$ cat src/rtl/cifb_pkg.sv
package cifb_pkg;

    typedef enum logic [1:0] {
        ST_IDLE   = 2'd0,
        ST_SINGLE = 2'd1,
        ST_BURST  = 2'd2,
        ST_RESP   = 2'd3
    } cifb_state_e;

endpackage

$ cat src/rtl/cifb_match.sv
module cifb_match #(
    parameter int TAG_W = 28,
    parameter int TT_W  = 2
) (
    input  logic             fill_en,
    input  logic             req_is_insn,
    input  logic [TT_W-1:0]  req_ttype,
    input  logic [TAG_W-1:0] req_tag,
    input  logic [TAG_W-1:0] line_tag,
    input  logic             line_valid,
    output logic             qualify,
    output logic             hit
);

    // Only enabled, normal instruction fetches may use the line buffer.
    always_comb begin
        qualify = fill_en && req_is_insn && (req_ttype == '0);
        hit     = qualify && line_valid && (req_tag == line_tag);
    end

endmodule

$ cat src/rtl/cifb_store.sv
module cifb_store #(
    parameter int DATA_W = 32,
    parameter int BEATS  = 4,
    localparam int BEAT_W = $clog2(BEATS)
) (
    input  logic              clk,
    input  logic              rst_n,
    input  logic              wr_en,
    input  logic [BEAT_W-1:0] wr_idx,
    input  logic [DATA_W-1:0] wr_data,
    input  logic [BEAT_W-1:0] rd_idx,
    output logic [DATA_W-1:0] rd_data
);

    logic [DATA_W-1:0] word_q [BEATS];

    // One register per line word, each with its own write enable.
    for (genvar g = 0; g < BEATS; g++) begin : g_word
        logic [DATA_W-1:0] word_d;

        always_comb begin
            word_d = word_q[g];
            if (wr_en && (wr_idx == BEAT_W'(g))) begin
                word_d = wr_data;
            end
        end

        always_ff @(posedge clk or negedge rst_n) begin
            if (!rst_n) begin
                word_q[g] <= '0;
            end else begin
                word_q[g] <= word_d;
            end
        end
    end

    assign rd_data = word_q[rd_idx];

endmodule

$ cat src/rtl/cifb_ctrl.sv
module cifb_ctrl
    import cifb_pkg::*;
#(
    parameter int ADDR_W = 32,
    parameter int DATA_W = 32,
    parameter int BEATS  = 4,
    localparam int BEAT_W = $clog2(BEATS),
    localparam int BYTE_W = $clog2(DATA_W / 8),
    localparam int OFF_W  = BEAT_W + BYTE_W,
    localparam int TAG_W  = ADDR_W - OFF_W
) (
    input  logic              clk,
    input  logic              rst_n,
    input  logic              req_valid,
    input  logic [ADDR_W-1:0] req_addr,
    input  logic              qualify,
    input  logic              hit,
    input  logic              inval_all,
    input  logic [DATA_W-1:0] buf_rd_data,
    input  logic              bus_ack,
    input  logic [DATA_W-1:0] bus_rdata,
    output logic              req_ready,
    output logic              rsp_valid,
    output logic [DATA_W-1:0] rsp_data,
    output logic              bus_req,
    output logic              bus_burst,
    output logic [ADDR_W-1:0] bus_addr,
    output logic              wr_en,
    output logic [BEAT_W-1:0] wr_idx,
    output logic [DATA_W-1:0] wr_data,
    output logic [TAG_W-1:0]  line_tag,
    output logic              line_valid
);

    localparam logic [BEAT_W-1:0] LAST_BEAT = BEAT_W'(BEATS - 1);

    typedef struct packed {
        cifb_state_e       st;
        logic [ADDR_W-1:0] addr;
        logic [BEAT_W-1:0] beat;
        logic              cancel;
        logic [TAG_W-1:0]  tag;
        logic              valid;
        logic [DATA_W-1:0] rdata;
    } ctrl_s;

    ctrl_s ctl_d, ctl_q;

    logic [BEAT_W-1:0] want_idx;
    assign want_idx = ctl_q.addr[OFF_W-1:BYTE_W];

    always_comb begin
        ctl_d = ctl_q;

        // An invalidate strobe empties the buffer at once and marks any
        // fill in progress as stale.
        if (inval_all) begin
            ctl_d.valid  = 1'b0;
            ctl_d.cancel = 1'b1;
        end

        unique case (ctl_q.st)
            ST_IDLE: begin
                if (req_valid) begin
                    ctl_d.addr = req_addr;
                    if (hit) begin
                        ctl_d.rdata = buf_rd_data;
                        ctl_d.st    = ST_RESP;
                    end else if (qualify) begin
                        ctl_d.st     = ST_BURST;
                        ctl_d.beat   = '0;
                        ctl_d.valid  = 1'b0;
                        ctl_d.cancel = inval_all;
                        ctl_d.tag    = req_addr[ADDR_W-1:OFF_W];
                    end else begin
                        ctl_d.st = ST_SINGLE;
                    end
                end
            end
            ST_SINGLE: begin
                if (bus_ack) begin
                    ctl_d.rdata = bus_rdata;
                    ctl_d.st    = ST_RESP;
                end
            end
            ST_BURST: begin
                if (bus_ack) begin
                    if (ctl_q.beat == want_idx) begin
                        ctl_d.rdata = bus_rdata;
                    end
                    if (ctl_q.beat == LAST_BEAT) begin
                        ctl_d.valid = !ctl_d.cancel;
                        ctl_d.st    = ST_RESP;
                    end else begin
                        ctl_d.beat = ctl_q.beat + 1'b1;
                    end
                end
            end
            ST_RESP: begin
                ctl_d.st = ST_IDLE;
            end
            default: begin
                ctl_d.st = ST_IDLE;
            end
        endcase
    end

    always_ff @(posedge clk or negedge rst_n) begin
        if (!rst_n) begin
            ctl_q <= '{st: ST_IDLE, addr: '0, beat: '0, cancel: 1'b0,
                       tag: '0, valid: 1'b0, rdata: '0};
        end else begin
            ctl_q <= ctl_d;
        end
    end

    always_comb begin
        req_ready  = (ctl_q.st == ST_IDLE);
        rsp_valid  = (ctl_q.st == ST_RESP);
        rsp_data   = ctl_q.rdata;
        bus_req    = (ctl_q.st == ST_SINGLE) || (ctl_q.st == ST_BURST);
        bus_burst  = (ctl_q.st == ST_BURST);
        bus_addr   = ctl_q.addr;
        if (ctl_q.st == ST_BURST) begin
            bus_addr = {ctl_q.tag, ctl_q.beat, {BYTE_W{1'b0}}};
        end
        wr_en      = (ctl_q.st == ST_BURST) && bus_ack;
        wr_idx     = ctl_q.beat;
        wr_data    = bus_rdata;
        line_tag   = ctl_q.tag;
        line_valid = ctl_q.valid;
    end

endmodule

$ cat src/rtl/cifb_top.sv
module cifb_top #(
    parameter int ADDR_W = 32,
    parameter int DATA_W = 32,
    parameter int BEATS  = 4,
    parameter int TT_W   = 2,
    localparam int BEAT_W = $clog2(BEATS),
    localparam int BYTE_W = $clog2(DATA_W / 8),
    localparam int OFF_W  = BEAT_W + BYTE_W,
    localparam int TAG_W  = ADDR_W - OFF_W
) (
    input  logic              clk,
    input  logic              rst_n,
    input  logic              fill_en,
    input  logic              inval_all,
    input  logic              req_valid,
    output logic              req_ready,
    input  logic [ADDR_W-1:0] req_addr,
    input  logic              req_is_insn,
    input  logic [TT_W-1:0]   req_ttype,
    output logic              rsp_valid,
    output logic [DATA_W-1:0] rsp_data,
    output logic              bus_req,
    output logic              bus_burst,
    output logic [ADDR_W-1:0] bus_addr,
    input  logic              bus_ack,
    input  logic [DATA_W-1:0] bus_rdata
);

    logic              qualify_w;
    logic              hit_w;
    logic [TAG_W-1:0]  line_tag_w;
    logic              line_valid_w;
    logic              wr_en_w;
    logic [BEAT_W-1:0] wr_idx_w;
    logic [DATA_W-1:0] wr_data_w;
    logic [DATA_W-1:0] buf_rd_w;

    cifb_match #(.TAG_W(TAG_W), .TT_W(TT_W)) u_match (
        .fill_en     (fill_en),
        .req_is_insn (req_is_insn),
        .req_ttype   (req_ttype),
        .req_tag     (req_addr[ADDR_W-1:OFF_W]),
        .line_tag    (line_tag_w),
        .line_valid  (line_valid_w),
        .qualify     (qualify_w),
        .hit         (hit_w)
    );

    cifb_store #(.DATA_W(DATA_W), .BEATS(BEATS)) u_store (
        .clk     (clk),
        .rst_n   (rst_n),
        .wr_en   (wr_en_w),
        .wr_idx  (wr_idx_w),
        .wr_data (wr_data_w),
        .rd_idx  (req_addr[OFF_W-1:BYTE_W]),
        .rd_data (buf_rd_w)
    );

    cifb_ctrl #(.ADDR_W(ADDR_W), .DATA_W(DATA_W), .BEATS(BEATS)) u_ctrl (
        .clk         (clk),
        .rst_n       (rst_n),
        .req_valid   (req_valid),
        .req_addr    (req_addr),
        .qualify     (qualify_w),
        .hit         (hit_w),
        .inval_all   (inval_all),
        .buf_rd_data (buf_rd_w),
        .bus_ack     (bus_ack),
        .bus_rdata   (bus_rdata),
        .req_ready   (req_ready),
        .rsp_valid   (rsp_valid),
        .rsp_data    (rsp_data),
        .bus_req     (bus_req),
        .bus_burst   (bus_burst),
        .bus_addr    (bus_addr),
        .wr_en       (wr_en_w),
        .wr_idx      (wr_idx_w),
        .wr_data     (wr_data_w),
        .line_tag    (line_tag_w),
        .line_valid  (line_valid_w)
    );

endmodule

$ cat config.mk
export PLATFORM = sky130hd
export DESIGN_NAME = cifb_top
export DESIGN_NICKNAME = d
export VERILOG_FILES = /design/src/rtl/cifb_pkg.sv /design/src/rtl/cifb_match.sv /design/src/rtl/cifb_store.sv /design/src/rtl/cifb_ctrl.sv /design/src/rtl/cifb_top.sv
export SDC_FILE = /design/constraint.sdc
export NUM_CORES = 1
export LEC_CHECK = 0
export CAP_MARGIN = 10
export CORE_ASPECT_RATIO = 1.5
export CORE_MARGIN = 10
export CORE_UTILIZATION = 50
export DETAILED_ROUTE_END_ITERATION = 8
export PLACE_DENSITY = 0.79
export SETUP_SLACK_MARGIN = 0.3
export SYNTH_ARGS = -nofsm -noshare
export SYNTH_HDL_FRONTEND = slang
export SYNTH_SLANG_ARGS = --single-unit
$ cat constraint.sdc
create_clock -name clk -period 2.45 [get_ports clk]
set_clock_uncertainty 0.15 [all_clocks]
set_input_delay 0.49 -clock clk [delete_from_list [all_inputs] [get_ports clk]]
set_output_delay 0.49 -clock clk [all_outputs]
set_load 0.01 [all_outputs]
# Word level (Yosys, flattened, before mapping)
# Index checks and enable logic that the tools add are counted.
[word_totals]
reg_bits = 226
latch_bits = 0
ram_bits = 0
romBits = 0
inputBits = 73
out_inout_bits = 68
wordCells = 79
memories = 0
[classes]
addsub = 1
n_mul = 0
n_div = 0
magnitude_cmp = 1
n_eq_ne = 17
shift = 0
mux = 26
n_bitwise = 2
reduce_logical = 21
[ops]
columns = ["cell", "n"]
rows = [
  ["two-way mux 32 bit", 8],
  ["two-way mux 98 bit", 1],
  ["one-hot mux 32 bit (3 select lines)", 1],
  ["binary-select mux 32 bit (select 2 bit)", 1],
  ["two-way mux 33 bit", 1],
  ["two-way mux 29 bit", 1],
  ["equality test 28 bit", 1],
  ["two-way mux 2 bit", 7],
  ["AND reduction 6 bit", 2],
  ["!= test 2 x 1 -> 1 bit, second input constant", 5],
  ["logical AND 1 bit", 9],
  ["equality test 2 bit, second input constant", 4],
  ["!= test 2 bit, second input constant", 4],
  ["one-hot mux 2 bit (4 select lines)", 1],
  ["AND reduction 4 bit", 2],
  ["zero test 2 bit", 3],
  ["equality test 2 x 1 -> 1 bit, second input constant", 2],
  ["one-hot mux 2 bit (2 select lines)", 1],
  ["greater-or-equal comparator 3 bit, second input constant", 1],
  ["two-way mux 1 bit", 3],
  ["NOT 2 -> 3 bit", 1],
  ["nonzero test 3 bit", 1],
  ["adder 2 x 1 -> 2 bit, second input constant", 1],
  ["equality test 2 bit", 1],
  ["other kinds (6)", 6],
]

# Longest topological paths before layout
[logic_depth]
depth_word = 7
ltp_mapped = 9
mapped_depth_nobuf = 8

# Modules after synthesis
# A second synthesis with hierarchy kept.
[hier_totals]
hier_cells = 764
hier_area_um2 = 11139.4
[by_module_without_submodules]
columns = ["module", "n_inst", "cells_per_inst", "area_each_um2", "seq_area_each_um2"]
rows = [
  ["cifb_store", 1, 311, 5504.0, 3203.1],
  ["cifb_ctrl", 1, 413, 5306.3, 2452.4],
  ["cifb_match", 1, 40, 329.1, 0.0],
]

# Worst setup path before layout
# No wires, ideal clock.
[synth_path]
path_kind = "register to output"
from = "register u_ctrl.ctl_q[96] (netlist bit)"
to = "output port bus_addr[10]"
t_arrival_ns = 1.907
t_required_ns = 1.810
path_slack_ns = -0.097
stages_incl_launch_ff = 6
cell_sequence = "dfrtp_1 > inv_1 > ha_1 > clkbuf_1 > buf_1 > mux2_2"
[synth_between]
elab_chain_len = 2
[synth_rtl]
columns = ["element", "line_no", "text"]
rows = [
  ["from (decl)", "cifb_ctrl.sv:47", "ctrl_s ctl_d, ctl_q;"],
  ["from (signal assigned)", "cifb_ctrl.sv:110", "ctl_q <= '{st: ST_IDLE, addr: '0, beat: '0, cancel: 1'b0,"],
  ["from (signal assigned)", "cifb_ctrl.sv:113", "ctl_q <= ctl_d;"],
  ["equality test 2 bit", "n/a", ""],
  ["via bus_burst", "cifb_top.sv:23", "output logic bus_burst,"],
  ["two-way mux 32 bit", "cifb_ctrl.sv:124", "if (ctl_q.st == ST_BURST) begin"],
  ["to (decl)", "cifb_top.sv:24", "output logic [ADDR_W-1:0] bus_addr,"],
]
# The timed path passes the listed nets, and every way through them passes these cells.

# Final worst setup path
[layout_path]
from = "input port req_addr[10]"
to = "register u_ctrl.ctl_q, in the netlist u_ctrl.rsp_data[11]"
[layout_between]
elab_chain_len = 4
[layout_rtl]
columns = ["element", "line_no", "text"]
rows = [
  ["from (decl)", "cifb_top.sv:17", "input logic [ADDR_W-1:0] req_addr,"],
  ["equality test 28 bit", "cifb_match.sv:18", "hit = qualify && line_valid && (req_tag == line_tag);"],
  ["logical AND 1 bit", "cifb_match.sv:18", ""],
  ["!= test 2 x 1 -> 1 bit (no source line)", "n/a", ""],
  ["AND reduction 6 bit (no source line)", "n/a", ""],
]
# No other way between the ends.
# A chain may end at the register's enable or synchronous reset.

==> impl_metrics.yaml <==
outcome:
  status: "complete, but fails checks"
  violations: "setup timing"
placed_design:
  dp_cells: 1091
  dp_hpwl_um: 17300
  io_buffers: 140
  dpl_cell_area_um2: 12700
  place_congestion: 0.810
  place_worst_setup_slack_ns: -0.665
pwr:
  power_mw: 19.3
  pwr-share-seq: 0.329
  p_leak_nw: 7.45
  intPower_mw: 13.3
  pwr-share-comb: 0.483
  power_density_nw_per_um2: 1260
  clockPowerShare: 0.188
  sw_frac_of_total: 0.312
  ir_drop_mv: 0.820
  power.switching_mw: 6.02
cts:
  clock_path_buffers: 3
  numCtsBuffers: 23
  clkSinkCount: 226
  ctsRootBufferMaster: "clkbuf_16"
  path_clk_slew_ns: 0.07
  h-tree-depth: 1
  clkLatencyLatePin_ns: 0.51
  cts_tree: "built"
route:
  wirelength_um: 31800
  via_per_inst: 5.87
  remaining_drc_errors: 0
  wl_per_cell_um: 26.7
  ant_nets: 0
  dr.pass1.iters: 4
  vias: 6986
  drt_first_iter_violations: 413
layout:
  syn_to_final_growth_pct: 41.6
  fill_cells: 1196
  post-route-cell-area_um2: 15300
  layout-drive-gt1-share: 0.535
  nets: 987
  utilization: 0.723
  final_cell_count_no_fill: 1190
timing:
  tightest_slew_ns: 0.978
  setup_tns_ns: -3.68
  finalMaxSlewViolations: 0
  post-route-period-util: 1.04
  maxSlewHeadroom: 0.347
  rsz0062_at_grt: "yes"
  setup_ws_ns: -0.106
  min_period_ns: 2.56
  finalSetupViolCount: 90
  whs_ns: 0.184
  fmax_mhz: 391
  finalHoldViolCount: 0
floorplanning:
  die_h_um: 200
  io_pins: 141
  dieArea_um2: 28100
  initial_core_util: 0.511
  rows: 65
  coreArea_um2: 21200
  die_w_um: 140
synth:
  async_reset_ff_frac: 1.00
  syn_nets: 796
  yosys_register_bits: 226
  ys_types: 36
  syn_area_um2: 10800
  netlist_instances: 714
  ys.flop_type: "dfrtp_1"
  ys_warn_count: 0
  yosysSeqAreaShare: 0.522
  synth_edf_count: 0
  syn_avg_cell_area_um2: 15.2
grt:
  antenna_found_initial: 1
  grt_first_pass_wirelength_um: 44000
  grt_max_degree: 63
  overflow: 0
  grt_usage: 0.193
  grt_pass1_vias: 7813
setup_path:
  critPathMaxFanout: 6
  cp-start-kind: "input pin"
  reg2reg_slack_ns: -0.06
  crit_path_end_kind: "register"
  required_ns: 2.69
  worstPathArrival_ns: 2.80
  path_class: "input pin to register"
job:
  max_cap_violations: 0
hold_path:
  hold_class: "input pin to register"
-- cell type report --
| cell class | count | area [um2] | share of cell area |
|---|---|---|---|
| flip-flops and latches | 226 | 5660 | 0.368 |
| well taps | 268 | 335 | 0.0218 |
| repair buffers | 238 | 2940 | 0.192 |
| diodes | 1 | 2.50 | 0.000163 |
| clock buffers | 35 | 701 | 0.0457 |
| multi-input cells | 408 | 5590 | 0.364 |
| clock inverters | 6 | 85.1 | 0.00554 |
| inverters | 8 | 37.5 | 0.00245 |
-- worst paths after layout --
check,startpoint,to,depth (start not counted)
setup reg to reg,u_ctrl.ctl_q[96],u_ctrl.rsp_data[11],11
min in group asynchronous,rst_n,u_store.word_q[24],2
hold / removal,req_addr[22],u_ctrl.ctl_q[86],2
max in group asynchronous,rst_n,u_ctrl.line_tag[17],3
setup / recovery,req_addr[10],u_ctrl.rsp_data[11],8
hold reg to reg,u_ctrl.ctl_q[65],u_ctrl.ctl_q[65],1
-- metal layers --
metal / track usage / wire length, um / part of all wire / vias to the layer above
li1: - / - / - / 2983
met1: 0.220 / 11900 / 0.37 / 3730
met2: 0.349 / 17100 / 0.54 / 213
met3: 0.0442 / 1730 / 0.054 / 60
met4: 0.0570 / 1100 / 0.034 / 0
met5: 0 / 0 / 0 / -
-- cell families (layout without fill, tap and decap cells) --
| group | Yosys count | in the layout | share of synthesized area |
|---|---|---|---|
| multiplexers | 284 | 284 | 0.342 |
| flip-flops | 226 | 226 | 0.522 |
| buffers and inverters | 81 | 287 | 0.0464 |
| AO/OA/AOI/OAI | 48 | 48 | 0.0361 |
| AND/OR/NAND/NOR | 36 | 37 | 0.0188 |
| XOR/XNOR | 30 | 30 | 0.0242 |
| adder cells (fa/ha/maj) | 9 | 9 | 0.0104 |
| other | 0 | 1 | 0 |
-- sequential cells by signal (all words and copies together), names as in the netlist --
name	count
u_ctrl.ctl_q	35
u_ctrl.line_tag	28
u_ctrl.line_valid	1
u_ctrl.rsp_data	32
u_ctrl.wr_idx	2
u_store.word_q	128
-- Yosys cell counts, types with 2 or more instances --
library cell	count	area, um2
dlygate4sd1_1	2	17.5
nor2b_1	5	31.3
inv_1	8	30.0
mux4_4	17	425
dfrtp_1	226	5660
o21ai_0	3	15.0
nand2_1	7	26.3
buf_1	14	52.6
a22o_1	32	280
nand4_1	7	43.8
mux2_4	30	450
mux2i_1	2	20.0
mux2_2	220	2480
nand3_1	5	25.0
buf_2	10	50.1
clkbuf_1	11	41.3
a21oi_1	6	30.0
buf_12	3	60.1
nor4_2	2	25.0
mux4_2	15	338
buf_4	32	240
ha_1	9	113
xnor2_1	30	263
nor2_1	6	22.5
-- timing repair --
item,in CTS,in global routing
buffers inserted,17,15
pin swaps,5,13
hold endpoints to repair,54,0
gates cloned,9,15
gates resized for setup,262,185
setup endpoints to repair,101,223
hold buffers,1,0
-- power by group through the flow --
stage | combinational, mW | sequential (mW) | clock [mW]
6_report | 9.32 | 6.36 | 3.63
5_1_grt | 9.78 | 6.51 | 3.81
4_1_cts | 8.08 | 6.22 | 3.67
3_5_place_dp | 6.93 | 6.24 | 0
3_3_place_gp | 6.69 | 6.04 | 0
2_1_floorplan | 4.92 | 5.89 | 0
-- critical path: stages --
cell and delay [ns]:
clkdlybuf4s50_1 0.47, xnor2_2 0.24, nand4_1 0.17, nor4_4 0.40, a21oi_2 0.11, a211o_4 0.39
clkbuf_16 0.22, mux2_4 0.31
-- placed cells by master, fill, tap and decap left out, types with 3 or more instances in the layout --
cell type and count:
dlygate4sd2_1 5, xnor2_2 8, nand3_4 4, buf_4 33
mux2_2 54, nor2_4 3, buf_12 23, nand2_1 7
clkdlybuf4s50_1 86, a21oi_1 3, clkbuf_1 4, ha_1 5
mux4_2 15, dfrtp_1 226, clkbuf_16 35, buf_6 52
xnor2_1 22, nand4_1 7, nor2b_4 3, ha_4 4
dlymetal6s2s_1 10, a21oi_2 3, mux2_4 196, buf_8 5
inv_1 5, buf_16 8, buf_2 3, clkbuf_8 8
mux4_4 17, a22o_1 32
(Power assumes the default switching activity.)
